<file path="src/rtl/vsw_pkg.sv">
`timescale 1ns/1ps
package vsw_pkg;
   // direction of the crossfade weight in the current clock
   typedef enum logic [1:0] {
      RAMP_HOLD = 2'd0,
      RAMP_UP   = 2'd1,
      RAMP_DOWN = 2'd2
   } ramp_dir_t;

   localparam int DEF_DATA_W  = 10;
   localparam int DEF_STEPS   = 4;
   localparam int DEF_ADV_CYC = 5;
endpackage

</file>
<file path="src/rtl/vsw_pipe.sv">
`timescale 1ns/1ps
module vsw_pipe #(
   parameter int W = 1,
   parameter int N = 1
) (
   input  logic         clk,
   input  logic         rst_n,
   input  logic [W-1:0] d_i,
   output logic [W-1:0] q_o
);
   if (N < 1) begin : g_bad_depth
      $error("vsw_pipe: N must be at least 1");
   end

   logic [W-1:0] stg [N];

   for (genvar g = 0; g < N; g++) begin : g_stage
      if (g == 0) begin : g_head
         always_ff @(posedge clk or negedge rst_n) begin
            if (!rst_n) stg[g] <= '0;
            else        stg[g] <= d_i;
         end
      end else begin : g_body
         always_ff @(posedge clk or negedge rst_n) begin
            if (!rst_n) stg[g] <= '0;
            else        stg[g] <= stg[g-1];
         end
      end
   end

   assign q_o = stg[N-1];
endmodule

</file>
<file path="src/rtl/vsw_keypath.sv">
`timescale 1ns/1ps
module vsw_keypath #(
   parameter int ADV_CYC = 5
) (
   input  logic clk,
   input  logic rst_n,
   input  logic key_i,
   input  logic dkey_i,
   input  logic act_i,
   input  logic hw_en_i,
   input  logic pass_i,
   input  logic adv_i,
   output logic tgt_o
);
   // bit 2 external key, bit 1 data key, bit 0 active flag
   logic [2:0] cap_r;
   logic [2:0] late_r;
   logic       hw_key;

   // input register: the key is captured like a pixel bit
   vsw_pipe #(.W(3), .N(1)) u_cap (
      .clk(clk), .rst_n(rst_n),
      .d_i({key_i, dkey_i, act_i}), .q_o(cap_r)
   );

   // normal alignment delay
   vsw_pipe #(.W(3), .N(ADV_CYC)) u_late (
      .clk(clk), .rst_n(rst_n),
      .d_i(cap_r), .q_o(late_r)
   );

   // advanced mode taps the external key ADV_CYC stages earlier
   assign hw_key = adv_i ? cap_r[2] : late_r[2];

   assign tgt_o = ((hw_en_i & hw_key) | late_r[1]) & (late_r[0] | pass_i);

   AST_HOLD_NO_EN: assert property (@(posedge clk) disable iff (!rst_n)
      (!hw_en_i && !late_r[1]) |-> !tgt_o) else $error("tgt without key source");
endmodule

</file>
<file path="src/rtl/vsw_ramp.sv">
`timescale 1ns/1ps
module vsw_ramp
   import vsw_pkg::*;
#(
   parameter int STEPS = 4,
   localparam int WW = $clog2(STEPS + 1)
) (
   input  logic          clk,
   input  logic          rst_n,
   input  logic          tgt_i,
   output logic [WW-1:0] wt_o
);
   localparam logic [WW-1:0] W_FULL = WW'(STEPS);

   ramp_dir_t dir;

   always_comb begin
      if (tgt_i && wt_o != W_FULL)       dir = RAMP_UP;
      else if (!tgt_i && wt_o != '0)     dir = RAMP_DOWN;
      else                               dir = RAMP_HOLD;
   end

   always_ff @(posedge clk or negedge rst_n) begin
      if (!rst_n) wt_o <= '0;
      else begin
         case (dir)
            RAMP_UP:   wt_o <= wt_o + WW'(1);
            RAMP_DOWN: wt_o <= wt_o - WW'(1);
            default:   wt_o <= wt_o;
         endcase
      end
   end

   AST_STEP_UP: assert property (@(posedge clk) disable iff (!rst_n)
      (tgt_i && wt_o != W_FULL) |=> (wt_o == $past(wt_o) + WW'(1))) else $error("ramp up");
   AST_STEP_DOWN: assert property (@(posedge clk) disable iff (!rst_n)
      (!tgt_i && wt_o != '0) |=> (wt_o == $past(wt_o) - WW'(1))) else $error("ramp down");
   AST_W_BOUND: assert property (@(posedge clk) disable iff (!rst_n)
      wt_o <= W_FULL) else $error("weight out of range");
endmodule

</file>
<file path="src/rtl/vsw_blend.sv">
`timescale 1ns/1ps
module vsw_blend #(
   parameter int DATA_W  = 10,
   parameter int STEPS   = 4,
   parameter int ADV_CYC = 5,
   localparam int WW = $clog2(STEPS + 1)
) (
   input  logic              clk,
   input  logic              rst_n,
   input  logic [DATA_W-1:0] enc_i,
   input  logic [DATA_W-1:0] cvbs_i,
   input  logic [WW-1:0]     wt_i,
   output logic [DATA_W-1:0] comp_o
);
   localparam int LOG = $clog2(STEPS);
   localparam int DLY = 1 + ADV_CYC + STEPS / 2;   // matches key path to midpoint
   localparam int PW  = DATA_W + LOG;
   localparam logic [WW-1:0] W_FULL = WW'(STEPS);

   logic [DATA_W-1:0] enc_d, cvbs_d;
   logic [PW-1:0]     acc;

   vsw_pipe #(.W(DATA_W), .N(DLY)) u_enc_dly (
      .clk(clk), .rst_n(rst_n), .d_i(enc_i), .q_o(enc_d)
   );
   vsw_pipe #(.W(DATA_W), .N(DLY)) u_cvbs_dly (
      .clk(clk), .rst_n(rst_n), .d_i(cvbs_i), .q_o(cvbs_d)
   );

   always_comb begin
      acc = PW'(wt_i) * PW'(cvbs_d)
          + PW'(W_FULL - wt_i) * PW'(enc_d)
          + PW'(STEPS / 2);
   end

   always_ff @(posedge clk or negedge rst_n) begin
      if (!rst_n) comp_o <= '0;
      else        comp_o <= DATA_W'(acc >> LOG);
   end

   AST_SRC_ENC: assert property (@(posedge clk) disable iff (!rst_n)
      (wt_i == '0) |=> (comp_o == $past(enc_d))) else $error("enc pass");
   AST_SRC_CVBS: assert property (@(posedge clk) disable iff (!rst_n)
      (wt_i == W_FULL) |=> (comp_o == $past(cvbs_d))) else $error("cvbs pass");
endmodule

</file>
<file path="src/rtl/vsw_soft_key_switch.sv">
`timescale 1ns/1ps
module vsw_soft_key_switch
   import vsw_pkg::*;
#(
   parameter int DATA_W  = DEF_DATA_W,
   parameter int STEPS   = DEF_STEPS,
   parameter int ADV_CYC = DEF_ADV_CYC
) (
   input  logic              clk,
   input  logic              rst_n,
   input  logic [DATA_W-1:0] enc_i,
   input  logic [DATA_W-1:0] cvbs_i,
   input  logic              key_i,
   input  logic              dkey_i,
   input  logic              act_i,
   input  logic              hw_en_i,
   input  logic              pass_i,
   input  logic              adv_i,
   output logic [DATA_W-1:0] comp_o
);
   localparam int WW = $clog2(STEPS + 1);

   if (STEPS < 2 || (STEPS & (STEPS - 1)) != 0) begin : g_bad_steps
      $error("STEPS must be a power of two of at least 2");
   end
   if (ADV_CYC < 1) begin : g_bad_adv
      $error("ADV_CYC must be at least 1");
   end
   if (DATA_W < 2) begin : g_bad_width
      $error("DATA_W must be at least 2");
   end

   logic          tgt;
   logic [WW-1:0] wt;

   vsw_keypath #(.ADV_CYC(ADV_CYC)) u_key (
      .clk(clk), .rst_n(rst_n),
      .key_i(key_i), .dkey_i(dkey_i), .act_i(act_i),
      .hw_en_i(hw_en_i), .pass_i(pass_i), .adv_i(adv_i),
      .tgt_o(tgt)
   );

   vsw_ramp #(.STEPS(STEPS)) u_ramp (
      .clk(clk), .rst_n(rst_n), .tgt_i(tgt), .wt_o(wt)
   );

   vsw_blend #(.DATA_W(DATA_W), .STEPS(STEPS), .ADV_CYC(ADV_CYC)) u_blend (
      .clk(clk), .rst_n(rst_n),
      .enc_i(enc_i), .cvbs_i(cvbs_i), .wt_i(wt), .comp_o(comp_o)
   );
endmodule

</file>
<file path="config.mk">
export PLATFORM = sky130hd
export DESIGN_NAME = vsw_soft_key_switch
export DESIGN_NICKNAME = d
export VERILOG_FILES = /design/src/rtl/vsw_pkg.sv /design/src/rtl/vsw_pipe.sv /design/src/rtl/vsw_keypath.sv /design/src/rtl/vsw_ramp.sv /design/src/rtl/vsw_blend.sv /design/src/rtl/vsw_soft_key_switch.sv
export SDC_FILE = /design/constraint.sdc
export NUM_CORES = 1
export LEC_CHECK = 0
export BUFFER_PORTS_ARGS = -buffer_cell sky130_fd_sc_hd__buf_2
export CAP_MARGIN = 0
export CELL_PAD_IN_SITES_DETAIL_PLACEMENT = 1
export CELL_PAD_IN_SITES_GLOBAL_PLACEMENT = 1
export CORE_MARGIN = 2
export CORE_UTILIZATION = 30
export CTS_CLUSTER_SIZE = 12
export DETAILED_ROUTE_END_ITERATION = 6
export HOLD_SLACK_MARGIN = 0.1
export PLACE_DENSITY_LB_ADDON = 0.1
export SYNTH_ARGS = -nofsm -noshare
export SYNTH_HDL_FRONTEND = slang
export SYNTH_SLANG_ARGS = --single-unit
</file>
<file path="constraint.sdc">
create_clock -name clk -period 4.9 [get_ports clk]
set_input_delay 0.245 -clock clk [delete_from_list [all_inputs] [get_ports clk]]
set_output_delay 0.245 -clock clk [all_outputs]
set_load 0.02 [all_outputs]
</file>
==> results of run 1 <==
## cell usage after synthesis, types with 5 or more instances
library cell / instances
a21oi_1: 9
dfrtp_1: 191
xnor2_1: 21
o21ai_0: 8
and2_1: 23
nor2b_1: 5
fa_1: 56
ha_1: 37
nand2_1: 27
nor2_1: 10
nand2b_1: 5
and2_2: 7
inv_1: 82
## worst paths after layout
kind / slack [ps] / to / cells past startpoint / from
min: 200 / u_blend.comp_o[1]$_DFF_PN0_ / 2 / rst_n
max reg2reg: 10 / u_blend.comp_o[9]$_DFF_PN0_ / 17 / u_ramp.wt_o[0]$_DFFE_PN0P_
min reg2reg: 340 / u_blend.u_cvbs_dly.stg[36]$_DFF_PN0_ / 0 / u_blend.u_cvbs_dly.stg[46]$_DFF_PN0_
max: 10 / u_blend.comp_o[9]$_DFF_PN0_ / 17 / u_ramp.wt_o[0]$_DFFE_PN0P_
max in group asynchronous: 3520 / u_blend.u_enc_dly.stg[69]$_DFF_PN0_ / 3 / rst_n
min in group clk: 340 / u_blend.u_cvbs_dly.stg[36]$_DFF_PN0_ / 0 / u_blend.u_cvbs_dly.stg[46]$_DFF_PN0_
## state kept, by name, summed over array words and instances, names as in the netlist
register	flops
u_blend.comp_o	10
u_blend.u_cvbs_dly.q_o	10
u_blend.u_cvbs_dly.stg	70
u_blend.u_enc_dly.q_o	10
u_blend.u_enc_dly.stg	70
u_key.u_cap.q_o	3
u_key.u_late.q_o	3
u_key.u_late.stg	12
u_ramp.wt_o	3
## layout make-up
type | count | share of cell area (%)
clock inverter | 14 | 1.52
clock buffer | 17 | 4.46
sequential | 191 | 50.2
inverter | 83 | 3.32
multi-input combinational | 231 | 28.0
timing repair buffer | 101 | 8.21
tap | 330 | 4.33
## per-layer routing
metal	track usage, %	part of all wire [%]
met1	13.1	45
met2	18.5	51
met3	2.29	2.3
met4	3.74	1.5
met5	0	0
## worst max-delay path, cell delays in order (launching register included)
cell      delay (ps)
dfrtp_1          390
buf_6            120
inv_4             40
ha_4             160
ha_4             260
buf_12           130
buf_4            130
nand2b_1         150
fa_1             460
fa_1             570
fa_1             450
fa_1             500
fa_1             550
inv_1             50
ha_1             210
or4_4            420
o21ai_2           80
xnor2_1          140
## cells by family after synthesis
kind of cell             Yosys count
multiplexers                       2
flip-flops                       191
AO/OA/AOI/OAI                     25
XOR/XNOR                          24
adder cells (fa/ha/maj)           93
AND/OR/NAND/NOR                   87
buffers and inverters             87
## metrics by stage
stage                     setup TNS [ps]  worst slack (ps)
final                                  0              12.5
after floorplan                        0              6.82
after global placement             -56.0             -56.0
after detailed placement            -292              -210
after CTS                          -2.20             -2.20
after global routing                -320              -164
## timing repair
action                                  in CTS  in global routing
endpoints found under the setup margin       3                  3
cloned                                       0                  0
gates resized for setup                     51                 15
buffers inserted                            13                  2
endpoints found under the hold margin       32                  0
pin swaps                                   40                 28
hold buffers                                24                  0
==> metrics.yaml, run 1 <==
critPathLaunchType: "flop"
insertion_delay_ps: 430
utilization_pct: 38.2
ys_warn_count: 0
final_cell_mix: "dfrtp_1, inv_1, fa_1, buf_2, buf_4"
syn_inst: 509
totalWireLength_um: 12400
layout_min_cycle_time_ps: 4890
synth.distinct_cells: 31
grt_max_degree: 183
synth_seq_area_share_pct: 63.3
syn2layout_area_growth_pct: 26.2
numCtsBuffers: 17
placed_area_um2: 8370
setup_viol: 0
synth_top_cell_by_area: "dfrtp_1"
dp_hpwl_um: 8410
finalHoldViolCount: 0
synth_flop_cell: "dfrtp_1"
critPathRequiredTime_ps: 5250
fillers: 2605
yosys.area.top_type_share_pct: 63.3
tritoncts: "done"
multi_input_area_um2: 2670
synth_compound_area_share_pct: 2.07
relSlewSlack_pct: 30.8
rsz0062_at_grt: "true"
vias: 3767
die_w_um: 163
cp_max_fo: 4
start_util_pct: 30.3
grt_pass1_wl_um: 21700
syn_nets: 630
gr-total-overflow: 0
hold_class: "in -> async"
crit_arrival_ps: 5230
clk_pin_slew_ps: 80
clock.fmax_mhz: 205
synth_area_um2: 7550
io_pins: 38
post-place-cells: 897
period_share_pct: 99.7
post-route-cell-area_um2: 9530
viasPerCell: 3.90
track_usage_pct: 10.6
finalNonFillerCells: 967
synthMuxAreaShare_pct: 0.282
clock_path_buffers: 2
synth_top_family_by_area: "adder cells"
synth_edf_count: 0
synth_simple_gate_area_share_pct: 6.18
fin_skew_ps: 11.9
dr.pass1.iters: 3
antenna_found_initial: 0
async_reset_ff_share_pct: 100
holdWs_ps: 200
synthXorXnorAreaFrac_pct: 2.88
slew_viol_final: 0
synth.avg_cell_area_um2: 14.8
chipHeight_um: 163
drv_cap: 0
antenna_left: 0
synth_area_leaders: "dfrtp_1, fa_1, ha_1"
first_iter_violations: 149
place_congestion: 0.731
route.detailed.drc: 0
max_slew.worst_pin.slew_ps: 1040
core_um2: 25000
worstSetupPathType: "reg -> reg"
cts-root-buf: "clkbuf_16"
ys_seq_elements: 191
n_antenna_cell: 0
wl_per_cell_um: 12.9
clock-sinks: 191
drive_gt1_share_pct: 26.5
layout_commonest_cell: "dfrtp_1"
dieArea_um2: 26500
synth_fa_ha_area_share_pct: 21.0
row_count: 58
h-tree-depth: 4
end_kind: "flop"
status: "finished clean"
finalNetCount: 746
portBuffers: 37
seqCellArea_um2: 4780
grt_pass1_vias: 4389
Power of run 1 is not shown: default switching activity piles up to over one toggle a cycle in this logic, so the estimate is an artifact.
==> inputs of run 2 (changes only) <==
Settings changed: CAP_MARGIN 0 to default, CELL_PAD_IN_SITES_DETAIL_PLACEMENT 1 to default, CELL_PAD_IN_SITES_GLOBAL_PLACEMENT 1 to default, CORE_ASPECT_RATIO from default to 0.75, PLACE_DENSITY_LB_ADDON 0.1 to default.
==> metrics.yaml, run 2 (same netlist as run 1, synthesis figures left out) <==
dr.pass1.iters: 4  # was 3
die_w_um: 187  # was 163 um
layout_min_cycle_time_ps: 4850  # was 4890 ps
period_share_pct: 98.9  # was 99.7%
r2r_start: "u_ramp.wt_o[1]$_DFFE_PN0P_"  # was u_ramp.wt_o[0]$_DFFE_PN0P_
wl_per_cell_um: 11.2  # was 12.9 um
clk_pin_slew_ps: 90  # was 80 ps
h-tree-depth: 4  # unchanged
drv_cap: 0  # unchanged
grt_pass1_wl_um: 19300  # was 21700 um
hold_depth: 0
tritoncts: "done"  # unchanged
min_from: "u_blend.u_enc_dly.stg[26]$_DFF_PN0_"
critPathLaunchType: "flop"  # unchanged
critPathRequiredTime_ps: 5210  # was 5250 ps
clock-sinks: 191  # unchanged
grt_pass1_vias: 3914  # was 4389
r2r-end: "u_blend.comp_o[9]$_DFF_PN0_"  # unchanged
relSlewSlack_pct: 37.0  # was 30.8%
hold_class: "reg -> reg"  # was in -> async
fin_skew_ps: 20.6  # was 11.9 ps
reg2reg_depth: 15  # was 17
holdWs_ps: 329  # was 200 ps
worstSetupPathType: "reg -> reg"  # unchanged
finalHoldViolCount: 0  # unchanged
crit_arrival_ps: 5160  # was 5230 ps
antenna_left: 0  # unchanged
layout_commonest_cell: "dfrtp_1"  # unchanged
slew_viol_final: 0  # unchanged
syn2layout_area_growth_pct: 25.0  # was 26.2%
seqCellArea_um2: 4780  # about the same
portBuffers: 37  # unchanged
insertion_delay_ps: 430  # about the same
vias: 3580  # was 3767
gr-total-overflow: 0  # unchanged
utilization_pct: 38.0  # was 38.2%
finalNetCount: 734  # was 746
crit_path_end: "u_blend.comp_o[9]$_DFF_PN0_"  # unchanged
start_util_pct: 30.4  # was 30.3%
cp_max_fo: 5  # was 4
route.detailed.drc: 0  # unchanged
cts-root-buf: "clkbuf_16"  # unchanged
status: "finished clean"  # unchanged
max_slew.worst_pin.slew_ps: 945  # was 1040 ps
finalSetupTns_ps: 0  # unchanged
io_pins: 38  # unchanged
final_cell_mix: "dfrtp_1, inv_1, fa_1, buf_2"  # was dfrtp_1, inv_1, fa_1, buf_2, buf_4
clock.fmax_mhz: 206  # was 205 MHz
viasPerCell: 3.71  # was 3.90
first_iter_violations: 130  # was 149
chipHeight_um: 141  # was 163 um
reg_top3: "u_blend.u_cvbs_dly.stg x70, u_blend.u_enc_dly.stg x70, u_key.u_late.stg x12"  # unchanged
rsz0062_at_grt: "true"  # unchanged
grt_max_degree: 122  # was 183
setup_viol: 0  # unchanged
crit_start: "u_ramp.wt_o[1]$_DFFE_PN0P_"  # was u_ramp.wt_o[0]$_DFFE_PN0P_
antenna_found_initial: 0  # unchanged
core_um2: 24800  # was 25000 um^2
fillers: 2330  # was 2605
dieArea_um2: 26500  # about the same
row_count: 50  # was 58
multi_input_area_um2: 2650  # was 2670 um^2
end_kind: "flop"  # unchanged
drive_gt1_share_pct: 25.6  # was 26.5%
clock_path_buffers: 2  # unchanged
regToRegSetupSlack_ps: 50  # was 10 ps
track_usage_pct: 9.31  # was 10.6%
place_congestion: 0.791  # was 0.731
numCtsBuffers: 17  # unchanged
totalWireLength_um: 10800  # was 12400 um
dp_hpwl_um: 7250  # was 8410 um
-- run 2: cell count changes in the layout (fill, tap and decap cells not counted), moves of 2 or more --
cell and change:
clkinv_4 -2, nor2_1 -2, buf_4 -8, a21oi_2 +2, inv_2 +3, buf_6 -3, inv_4 -2, inv_6 +2
-- run 2: routing by layer --
metal	GRT usage, %	share of wire (%)	vias to the layer above
met4	3.72	1.6	0
met5	0	0	-
met3	2.75	3.9	11
li1	-	-	1744
met2	12.6	40	59
met1	13.9	55	1766
-- run 2: repair_timing --
item                                    in CTS  in global routing
hold buffers                                24                  0
setup buffers                                6                  1
endpoints found under the setup margin       2                  4
cloned                                       0                  0
pin swaps                                   17                 42
endpoints found under the hold margin      142                  0
gates resized for setup                     17                 43
-- run 2: through the flow --
step	cells	cell area [um^2]	setup slack [ps]
after detailed placement	901	8330	-93.6
after global routing	964	9440	-146
after CTS	963	9280	17.1
final	965	9440	52.5
after floorplan	509	7590	6.82
after global placement	901	8330	23.9
-- run 2: area by class of cell --
| cell class | count | share of cell area [%] |
|---|---|---|
| sequential | 191 | 50.7 |
| multi-input combinational | 231 | 28.1 |
| timing repair buffer | 89 | 7.08 |
| clock buffer | 18 | 4.65 |
| tap | 338 | 4.48 |
| inverter | 83 | 3.30 |
| clock inverter | 14 | 1.71 |
| antenna | 1 | 0.0265 |
-- run 2: worst max-delay path, cell delays in order, from the launching register on --
cell     delay, ps
dfrtp_1        430
o21a_4         260
and2_2         220
fa_2           470
buf_4          160
buf_4          140
fa_1           570
inv_1           70
fa_1           460
fa_1           520
fa_1           490
xnor2_1        200
xnor2_1        150
xnor2_1        100
xnor2_1        340
xnor2_1        140
-- run 2: how the worst min path moves through the flow --
stage                                                end  slack [ps]
finish               u_blend.u_enc_dly.stg[16]$_DFF_PN0_         330
CTS                  u_blend.u_enc_dly.stg[16]$_DFF_PN0_         330
global placement    u_blend.u_cvbs_dly.stg[48]$_DFF_PN0_         330
floorplan                    u_blend.comp_o[0]$_DFF_PN0_         -50
global route        u_blend.u_cvbs_dly.stg[27]$_DFF_PN0_         340
detailed placement   u_blend.u_cvbs_dly.q_o[6]$_DFF_PN0_         330
Power of run 2 is left out for the same reason.
==> inputs of run 3 (changes only) <==
Settings changed: RECOVER_POWER from default to 25, SLEW_MARGIN from default to 25.
==> metrics.yaml, run 3 (same netlist as run 1, synthesis figures left out) <==
regToRegSetupSlack_ps: 50  # about the same
track_usage_pct: 9.31  # unchanged
finalNetCount: 735  # was 734
critPathMaxStageDelay_ps: 570  # about the same
end_kind: "flop"  # unchanged
cts-root-buf: "clkbuf_16"  # unchanged
crit_arrival_ps: 5160  # about the same
wl_per_cell_um: 11.2  # about the same
layout_min_cycle_time_ps: 4850  # about the same
final_cell_mix: "dfrtp_1, inv_1, fa_1, buf_2"  # unchanged
antenna_left: 0  # unchanged
grt_pass1_vias: 3914  # unchanged
worst_path_most_repeated_cell: "xnor2_1"  # unchanged
row_count: 50  # unchanged
max_slew.worst_pin.slew_ps: 557  # was 945 ps
drv_cap: 0  # unchanged
critPathRequiredTime_ps: 5210  # about the same
chipHeight_um: 141  # unchanged
core_um2: 24800  # unchanged
slowest_stage: "fa_1"  # unchanged
layout_commonest_cell: "dfrtp_1"  # unchanged
crit_chain: "o21a_4, and2_2, fa_2, buf_4, buf_4, fa_1, inv_1, fa_1, fa_1, fa_1, xnor2_1, xnor2_1, xnor2_1, xnor2_1, xnor2_1"  # unchanged
critPathLaunchType: "flop"  # unchanged
tritoncts: "done"  # unchanged
h-tree-depth: 4  # unchanged
dp_hpwl_um: 7250  # unchanged
insertion_delay_ps: 430  # about the same
grt_pass1_wl_um: 19300  # unchanged
clock.fmax_mhz: 206  # about the same
dieArea_um2: 26500  # unchanged
clk_pin_slew_ps: 90  # about the same
clock-sinks: 191  # unchanged
dr.pass1.iters: 4  # unchanged
setup_viol: 0  # unchanged
route.detailed.drc: 0  # unchanged
finalSetupTns_ps: 0  # unchanged
fin_skew_ps: 20.7  # was 20.6 ps
reg_top3: "u_blend.u_cvbs_dly.stg x70, u_blend.u_enc_dly.stg x70, u_key.u_late.stg x12"  # unchanged
portBuffers: 37  # unchanged
gr-total-overflow: 0  # unchanged
syn2layout_area_growth_pct: 25.3  # was 25.0%
worstSetupPathType: "reg -> reg"  # unchanged
place_congestion: 0.791  # unchanged
vias: 3591  # was 3580
first_iter_violations: 120  # was 130
rsz0062_at_grt: "true"  # unchanged
clock_path_buffers: 2  # unchanged
relSlewSlack_pct: 62.8  # was 37.0%
drive_gt1_share_pct: 25.7  # was 25.6%
slew_viol_final: 0  # unchanged
period_share_pct: 98.9  # about the same
antenna_found_initial: 0  # unchanged
io_pins: 38  # unchanged
die_w_um: 187  # unchanged
status: "finished clean"  # unchanged
cp_max_fo: 5  # unchanged
totalWireLength_um: 10800  # about the same
numCtsBuffers: 17  # unchanged
hold_class: "in -> async"  # was reg -> reg
viasPerCell: 3.72  # was 3.71
finalHoldViolCount: 0  # unchanged
start_util_pct: 30.4  # unchanged
grt_max_degree: 122  # unchanged
-- run 3: layout make-up --
type	instances	area (um^2)
Multi-Input combinational cell	231	2650
Clock buffer	18	439
Antenna cell	1	2.50
Sequential cell	191	4780
Timing Repair Buffer	90	696
Fill cell	2329	15400
Inverter	83	312
Tap cell	338	423
Clock inverter	14	161
-- run 3: critical path, delay by kind of cell, from the launching register on --
| family | cells | cell delay, ps |
|---|---|---|
| AOI/OAI and AO/OA | 1 | 260 |
| and+or+nand+nor | 1 | 220 |
| buffers and inverters | 3 | 370 |
| DFF | 1 | 430 |
| adders and majority gates | 5 | 2510 |
| xor gates and xnor gates | 5 | 930 |
-- run 3: repair_timing --
action / 4_1_cts / 5_1_grt
endpoints found under the setup margin: 2 / 4
hold buffers: 24 / 0
buffers inserted: 6 / 1
pin swaps: 17 / 42
hold endpoints to repair: 142 / 0
gates resized for setup: 17 / 43
-- run 3: path summary, 6_finish.rpt --
| check | start | to | cells past startpoint |
|---|---|---|---|
| max | u_ramp.wt_o[1]$_DFFE_PN0P_ | u_blend.comp_o[9]$_DFF_PN0_ | 15 |
| min | rst_n | u_blend.comp_o[8]$_DFF_PN0_ | 2 |
| max reg2reg | u_ramp.wt_o[1]$_DFFE_PN0P_ | u_blend.comp_o[9]$_DFF_PN0_ | 15 |
| min reg2reg | u_blend.u_enc_dly.stg[26]$_DFF_PN0_ | u_blend.u_enc_dly.stg[16]$_DFF_PN0_ | 0 |
| max in group asynchronous | rst_n | u_blend.u_cvbs_dly.stg[21]$_DFF_PN0_ | 4 |
| min in group clk | u_blend.u_enc_dly.stg[26]$_DFF_PN0_ | u_blend.u_enc_dly.stg[16]$_DFF_PN0_ | 0 |
-- run 3: stage by stage --
stage / cell area (um^2) / setup WS, ps / hold WS [ps] / utilization, % / instances
after global placement: 8330 / 23.9 / 332 / 33.6 / 901
final: 9470 / 52.7 / 274 / 38.1 / 966
after floorplan: 7590 / 6.82 / -50.6 / - / 509
after CTS: 9280 / 17.1 / 330 / 37.4 / 963
after global routing: 9460 / -146 / 279 / 38.1 / 965
after detailed placement: 8330 / -93.6 / 335 / 33.6 / 901
-- run 3: layer usage --
layer	global-route usage (%)	vias up	wire length (um)
li1	-	1747	-
met1	13.9	1774	5890
met2	12.6	59	4340
met5	0	-	0
met4	3.72	0	176
met3	2.75	11	421
Power of run 3 is left out for the same reason.
